File: src/rtl/bilbo_pkg.sv
package bilbo_pkg;
  typedef enum logic [1:0] {
    MODE_SCAN = 2'b00,
    MODE_PRPG = 2'b01,
    MODE_LOAD = 2'b10,
    MODE_MISR = 2'b11
  } bilbo_mode_e;
endpackage

File: src/rtl/bilbo_feedback.sv
module bilbo_feedback #(
  parameter int unsigned WIDTH = 8,
  parameter logic [WIDTH-1:0] TAPS = 8'hB8
) (
  input  logic [WIDTH-1:0] state,
  output logic             fb
);
  logic [WIDTH-1:0] tapped;

  // Each bit takes part in the parity only if its tap is set.
  for (genvar i = 0; i < WIDTH; i++) begin : g_tap
    if (TAPS[i]) begin : g_on
      assign tapped[i] = state[i];
    end else begin : g_off
      assign tapped[i] = 1'b0;
    end
  end

  assign fb = ^tapped;
endmodule

File: src/rtl/bilbo_next.sv
module bilbo_next
  import bilbo_pkg::*;
#(
  parameter int unsigned WIDTH = 8
) (
  input  bilbo_mode_e      mode,
  input  logic [WIDTH-2:0] state_lo,
  input  logic [WIDTH-1:0] pin,
  input  logic             si,
  input  logic             fb,
  output logic [WIDTH-1:0] nxt
);
  logic             lead;
  logic [WIDTH-1:0] chain;

  // Head bit: serial input in scan mode, feedback otherwise.
  always_comb lead = (mode == MODE_SCAN) ? si : fb;
  assign chain = {state_lo, lead};

  always_comb begin
    unique case (mode)
      MODE_SCAN, MODE_PRPG: nxt = chain;
      MODE_LOAD:            nxt = pin;
      MODE_MISR:            nxt = chain ^ pin;
      default:              nxt = chain;
    endcase
  end
endmodule

File: src/rtl/bilbo_state.sv
module bilbo_state #(
  parameter int unsigned WIDTH = 8
) (
  input  logic             clk,
  input  logic             rst_n,
  input  logic [WIDTH-1:0] d,
  output logic [WIDTH-1:0] q
);
  always_ff @(posedge clk or negedge rst_n) begin
    if (!rst_n) q <= '0;
    else        q <= d;
  end
endmodule

File: src/rtl/bilbo_reg.sv
module bilbo_reg
  import bilbo_pkg::*;
#(
  parameter int unsigned WIDTH = 8,
  parameter logic [WIDTH-1:0] TAPS = 8'hB8
) (
  input  logic             clk,
  input  logic             rst_n,
  input  logic             mode_hi,
  input  logic             mode_lo,
  input  logic [WIDTH-1:0] par_in,
  output logic [WIDTH-1:0] par_out,
  input  logic             scan_in,
  output logic             scan_out
);
  localparam int unsigned TAIL = WIDTH - 1;

  bilbo_mode_e      mode;
  logic [WIDTH-1:0] q;
  logic [WIDTH-1:0] q_nxt;
  logic             fb;

  assign mode = bilbo_mode_e'({mode_hi, mode_lo});

  bilbo_feedback #(.WIDTH(WIDTH), .TAPS(TAPS)) u_fb (
    .state (q),
    .fb    (fb)
  );

  bilbo_next #(.WIDTH(WIDTH)) u_next (
    .mode     (mode),
    .state_lo (q[WIDTH-2:0]),
    .pin      (par_in),
    .si       (scan_in),
    .fb       (fb),
    .nxt      (q_nxt)
  );

  bilbo_state #(.WIDTH(WIDTH)) u_state (
    .clk   (clk),
    .rst_n (rst_n),
    .d     (q_nxt),
    .q     (q)
  );

  assign par_out  = q;
  assign scan_out = q[TAIL];

  AST_SCAN_SHIFT: assert property (@(posedge clk) disable iff (!rst_n)
    (mode == MODE_SCAN) |=> (par_out == {$past(par_out[WIDTH-2:0]), $past(scan_in)}));

  AST_PRPG_SHIFT: assert property (@(posedge clk) disable iff (!rst_n)
    (mode == MODE_PRPG) |=> (par_out[WIDTH-1:1] == $past(par_out[WIDTH-2:0])));

  AST_LOAD_CAPTURE: assert property (@(posedge clk) disable iff (!rst_n)
    (mode == MODE_LOAD) |=> (par_out == $past(par_in)));

  AST_MISR_MIX: assert property (@(posedge clk) disable iff (!rst_n)
    (mode == MODE_MISR) |=> (par_out[WIDTH-1:1] == ($past(par_out[WIDTH-2:0]) ^ $past(par_in[WIDTH-1:1]))));

  AST_SCAN_OUT_TAIL: assert property (@(posedge clk) disable iff (!rst_n)
    (mode == MODE_SCAN) |=> (scan_out == $past(par_out[WIDTH-2])));

  AST_ZERO_LOCK: assert property (@(posedge clk) disable iff (!rst_n)
    (mode == MODE_PRPG && par_out == '0) |=> (par_out == '0));
endmodule

File: config.mk
export PLATFORM = sky130hd
export DESIGN_NAME = bilbo_reg
export DESIGN_NICKNAME = d
export VERILOG_FILES = /design/src/rtl/bilbo_pkg.sv /design/src/rtl/bilbo_feedback.sv /design/src/rtl/bilbo_next.sv /design/src/rtl/bilbo_state.sv /design/src/rtl/bilbo_reg.sv
export SDC_FILE = /design/constraint.sdc
export NUM_CORES = 1
export LEC_CHECK = 0
export BUFFER_PORTS_ARGS = -buffer_cell sky130_fd_sc_hd__buf_2
export CELL_PAD_IN_SITES_DETAIL_PLACEMENT = 2
export CELL_PAD_IN_SITES_GLOBAL_PLACEMENT = 2
export CORE_MARGIN = 5
export CORE_UTILIZATION = 22
export DETAILED_ROUTE_END_ITERATION = 6
export PLACE_DENSITY_LB_ADDON = 0.1
export SYNTH_ARGS = -nofsm -noshare
export SYNTH_HDL_FRONTEND = slang
export SYNTH_SLANG_ARGS = --single-unit
File: constraint.sdc
create_clock -name clk -period 1.31 [get_ports clk]
set_input_delay 0.1965 -clock clk [delete_from_list [all_inputs] [get_ports clk]]
set_output_delay 0.1965 -clock clk [all_outputs]
set_load 0.01 [all_outputs]
After elaboration in Yosys (flattened, before gate mapping) --
Cells that the tools add are included.
Storage, ports and cells: register bits 8, bits of input ports 13, output and inout bits 9, logic and storage cells 10
Operators by class: equality and inequality tests 3, mux-type cells 2, bitwise gates (word level) 1, reductions and logical operators 3
Operator list (number):
- $pmux W8 S3 | 1
- $reduce_xor A8 Y1 | 1
- $xor A8 B8 Y8 | 1
- $eq A2 B2 Y1 const B | 2
- $eq A2 B1 Y1 const B | 1
- $logic_not A2 Y1 | 1
- $reduce_or A2 Y1 | 1
- $mux W1 | 1

Logic depth before layout (Yosys ltp) --
depth after elaboration 4, depth in mapped cells 5, mapped depth without buffers 4

By module --
Synthesis repeated with hierarchy kept, for this count alone.
Second synthesis, totals: cells, all modules 42, area total of the unflattened synthesis 486.7 um^2
Modules (own cells, without submodules):
- bilbo_next | times used 1, cells an instance 30, area each 252.7 um^2, sequential area each 0.0 um^2
- bilbo_state | times used 1, cells an instance 8, area each 200.2 um^2, sequential area each 200.2 um^2
- bilbo_feedback | times used 1, cells an instance 3, area each 26.3 um^2, sequential area each 0.0 um^2
- bilbo_reg | times used 1, cells an instance 1, area each 7.5 um^2, sequential area each 0.0 um^2

Least setup slack after synthesis --
Ideal clock, no wire load.
path type flip-flop to flip-flop, start register u_state.q[3], end register u_state.q[0], library setup time 0.131 ns, data arrival time 1.032 ns, required time 1.179 ns, slack 0.146 ns, stages on the path, launching flop included 5, buffers on the path 0, period minus slack after synthesis 1.164 ns, cell sequence dfrtp_1 > xor2_1 > xnor2_1 > a21o_1 > o211ai_1
Between the ends: cells in the longest elaborated chain, start to end 4
Ends and longest elaborated chain:
- start, declared | RTL line bilbo_state.sv:7 | output logic [WIDTH-1:0] q
- start signal, assigned | RTL line bilbo_state.sv:10 | if (!rst_n) q <= '0;
- start signal, assigned | RTL line bilbo_state.sv:11 | else q <= d;
- $reduce_xor A8 Y1 * | RTL line bilbo_feedback.sv:19 | assign fb = ^tapped;
- $mux W1 * | RTL line bilbo_next.sv:17 | always_comb lead = (mode == MODE_SCAN) ? si : fb;
- $xor A8 B8 Y8 | RTL line bilbo_next.sv:24 | MODE_MISR: nxt = chain ^ pin;
- $pmux W8 S3 * | RTL line bilbo_next.sv:21 | unique case (mode)
- via q_nxt[0] | RTL line bilbo_reg.sv:20 | logic [WIDTH-1:0] q_nxt;
The timed path passes the listed nets; every way through them passes the cells marked *.

Worst setup path after layout --
start register u_state.q[7], end register u_state.q[0]
The elaborated chain is that of the path after synthesis.

==> impl_summary.md <==
Run status
The run finished with clean final reports.

Placement
At the end of routability-driven placement, the weighted congestion stood at 0.648. Prior to clock tree synthesis, the placed netlist has a worst setup slack of 0.0821 ns. The count of placed standard cells including taps is 94.

The post-DP HPWL is 1020 µm. The number of I/O port buffers is 21.

Final layout
The top cell types in the final layout, fill and taps aside, are sky130_fd_sc_hd__buf_2 (21), sky130_fd_sc_hd__a21oi_1 (13), sky130_fd_sc_hd__dfrtp_1 (8), sky130_fd_sc_hd__o21ai_1 (7), sky130_fd_sc_hd__nand3_1 (6). Once layout is complete, the cells apart from fillers number 101. Ranked by flip-flop count, first place goes to u_state.q.

The final antenna diode count is 0. The register with the most flip-flops in the layout has 8 of them. The library cell used most frequently in the layout, excluding fill and tap cells, is sky130_fd_sc_hd__buf_2. In the final layout, the share of cells above drive strength 1 is 0.378. The filler cells instantiated in the layout total 231.

The final net count is 89. For this run, the share of the core covered by cells in the final layout is 0.318. The layout overhead on the synthesized area is 39.8%.

The largest registers in the layout are u_state.q: 8 flops.

Timing
The final count of hold timing violations came to 0. The worst max-slew margin expressed relative to the limit is 0.786. The final-layout setup total negative slack is 0 ns. The worst path meets setup with 0.0823 ns of slack.

Dividing the final minimum period by the clock period gives 0.937. The transition at the pin with the smallest max-transition slack is 0.321 ns. Setup repair after global routing could not meet its margin everywhere. The number of max-slew violations in the final report was 0. The worst hold-check slack is 0.220 ns. Static timing analysis puts the maximum clock frequency at 815 MHz.

The shortest clock period the worst path allows after layout is 1.23 ns. The maximum clock skew at final layout is 0.00284 ns. Setup violations remaining at the end of the flow were counted as 0.

Clock tree
The deepest level of the CTS H-tree is 1. Clock latency on the worst-skew pair, taken at its later pin, is 0.24 ns. The number of clock sinks seen by CTS is 8. The clock tree from TritonCTS is done. The master cell of the clock root buffer is sky130_fd_sc_hd__clkbuf_4. After clock tree synthesis, the clock-pin slew on the worst setup and hold paths is 0.05 ns. Counting the buffers created by CTS gives 3. The longest clock path from root to sink contains 2 buffers.

Power
The proportion of power drawn by combinational gates is 0.399. The share of total power consumed by net switching is 0.348. The switching power of the nets is 0.312 mW. Dividing total power by cell area gives a power density of 1470 mW/mm².

The clock network power share is 0.200. VDD sags by at most 0.678 mV. The internal power of the cells is 0.585 mW. For this design the static power due to leakage is 0.278 nW. The share of power burned in registers is 0.401.

Logic synthesis
Synthesis produced a netlist with a net count of 63. The area share of the largest cell type after synthesis is 0.458. Summing every instance area after synthesis gives 437 µm². The fraction of the yosys area taken by sequential cells is 0.458. The distinct cell type count of the synthesized netlist is 16. Synthesis inferred 8 register bits. By area the synthesized netlist is led by sky130_fd_sc_hd__dfrtp_1 (46%), sky130_fd_sc_hd__a21oi_1 (15%), sky130_fd_sc_hd__o21ai_1 (8.0%). After synthesis, the mean cell area works out to 8.73 µm².

For this run, the number of Yosys warnings is 0. Summed over all instances, the cell type with the most area after synthesis is sky130_fd_sc_hd__dfrtp_1. The cell count after synthesis is 50.

Run
The tool flagged a number of max-cap violations equal to 0.

Worst setup path
The startpoint-to-endpoint class of the critical path is reg2reg. The logic depth of the worst register-to-register path is 4. The slowest stage of the critical path belongs to the cell sky130_fd_sc_hd__dfrtp_1.

The cell count along the critical path is 4. STA puts the critical path data required time at 1.47 ns. The peak per-stage delay on the critical path is 0.40 ns. Walking the worst path, the cells encountered are xor2_1 > xnor2_1 > mux2i_1 > o211ai_1. The worst setup path is launched from a flip-flop.

The peak fanout along the critical path is 3. The kind of cell with the highest combined delay on the critical path is XOR/XNOR gates. STA puts the critical path data arrival time at 1.39 ns. Setup slack on the worst reg-to-reg path comes out at 0.08 ns. The terminus of the critical flop-to-flop path is u_state.q[0].

The worst register-to-register path begins at u_state.q[7]. The category of the worst setup path capture point is a flip-flop. In this run the worst setup path begins at u_state.q[7].

Counting both buffers and inverters, the worst setup path holds a total of 0. The endpoint of the worst setup timing path is u_state.q[0].

GRT
The initial antenna violation count is 0. In the global route stage, overall resource usage came out at 0.102. The via count of the first global-routing pass is 510. Entering global routing, the biggest net connects 18 pins.

After global routing the overflow that remains totals 0. The first global-routing pass estimated 2130 µm of wire.

Floorplanning
The width of the die is 54.6 µm. The number of core rows is 16. The die covers 0.00298 mm². The effective utilization at floorplan is 0.227. The floorplan step defined a core boundary enclosing 0.00192 mm². The die is 54.6 µm tall. 22 I/O pins were placed.

Routing
The first TritonRoute pass finished after 2 iterations. Dividing the detail-routed wire length by the instance count gives 13.4 µm. The DRC violations left is 0. For this block, the routed nets add up to 1350 µm of wire. Detailed routing inserted a total of 473 vias. The mean number of vias per cell is 4.68. The number of DRC violations after detailed-routing iteration 0 is 2.

The final antenna-violating net count is 0.

Min path
The kind of path behind the tightest hold check is in2reg.
layer usage:
layer  wire [µm]  part of all wire  vias up  GRT usage
met1         614              0.45      229      0.121
met4           0                 0        0     0.0498
met5           0                 0        -          0
met2         655              0.48       15      0.167
met3          83             0.061        0     0.0272
li1            -                 -      229          -
power by group through the flow:
| stage | Sequential, mW | Combinational, mW | Clock [mW] |
|---|---|---|---|
| 2_1_floorplan | 0.395 | 0.163 | 0 |
| 3_3_place_gp | 0.367 | 0.320 | 0 |
| 6_report | 0.360 | 0.357 | 0.179 |
| 5_1_grt | 0.368 | 0.399 | 0.203 |
| 4_1_cts | 0.368 | 0.335 | 0.191 |
| 3_5_place_dp | 0.369 | 0.330 | 0 |
stage by stage:
step | power [mW] | area, µm²
6_report | 0.896 | 611
3_3_place_gp | 0.688 | 556
4_1_cts | 0.893 | 588
5_1_grt | 0.970 | 611
3_5_place_dp | 0.699 | 556
2_1_floorplan | 0.557 | 437
synth_stat cells:
library cell and count:
sky130_fd_sc_hd__a21o_1 1, sky130_fd_sc_hd__a21oi_1 13, sky130_fd_sc_hd__buf_2 4, sky130_fd_sc_hd__buf_4 1, sky130_fd_sc_hd__dfrtp_1 8, sky130_fd_sc_hd__mux2i_1 1
sky130_fd_sc_hd__nand2_1 1, sky130_fd_sc_hd__nand2b_1 1, sky130_fd_sc_hd__nand3_1 6, sky130_fd_sc_hd__nand3b_1 1, sky130_fd_sc_hd__nand4_1 1, sky130_fd_sc_hd__nor2_1 1
sky130_fd_sc_hd__o211ai_1 1, sky130_fd_sc_hd__o21ai_1 7, sky130_fd_sc_hd__xnor2_1 2, sky130_fd_sc_hd__xor2_1 1
worst register-to-register path, cell delays in order, from the launching register on:
cell and delay [ns]:
sky130_fd_sc_hd__dfrtp_1 0.40, sky130_fd_sc_hd__xor2_1 0.18, sky130_fd_sc_hd__xnor2_1 0.26, sky130_fd_sc_hd__mux2i_1 0.12, sky130_fd_sc_hd__o211ai_1 0.18
cell type report:
type                            instances  area, µm²  area share
Clock buffer                            3       22.5      0.0369
Multi-Input combinational cell         37        209       0.342
Sequential cell                         8        200       0.328
Tap cell                               27       33.8      0.0553
Timing Repair Buffer                   26        145       0.238
cells by family (layout without fill, tap and decap cells):
| family | after synthesis | count (layout) | share of synthesized area |
|---|---|---|---|
| XOR/XNOR | 3 | 3 | 0.0602 |
| AND/OR/NAND/NOR | 11 | 11 | 0.132 |
| flip-flops | 8 | 8 | 0.458 |
| buffers and inverters | 5 | 29 | 0.0630 |
| AO/OA/AOI/OAI | 22 | 22 | 0.264 |
| multiplexers | 1 | 1 | 0.0229 |
repair_timing:
action                                  in CTS  in global routing
endpoints found under the hold margin        8                  0
hold buffers                                 1                  0
setup buffers                                0                  3
endpoints found under the setup margin       0                  1
resized for setup                            0                  0
worst min path at each step:
stage          cells past startpoint           end  slack [ns]  startpoint
2_1_floorplan                      0  u_state.q[0]        -0.1       rst_n
3_3_place_gp                       1  u_state.q[3]        0.06       rst_n
3_5_place_dp                       1  u_state.q[3]        0.05       rst_n
4_1_cts                            3  u_state.q[7]        0.22   par_in[7]
5_1_grt                            3  u_state.q[7]        0.24   par_in[7]
6_report                           3  u_state.q[7]        0.22   par_in[7]
Note: power is estimated with default switching activity, not from simulation.
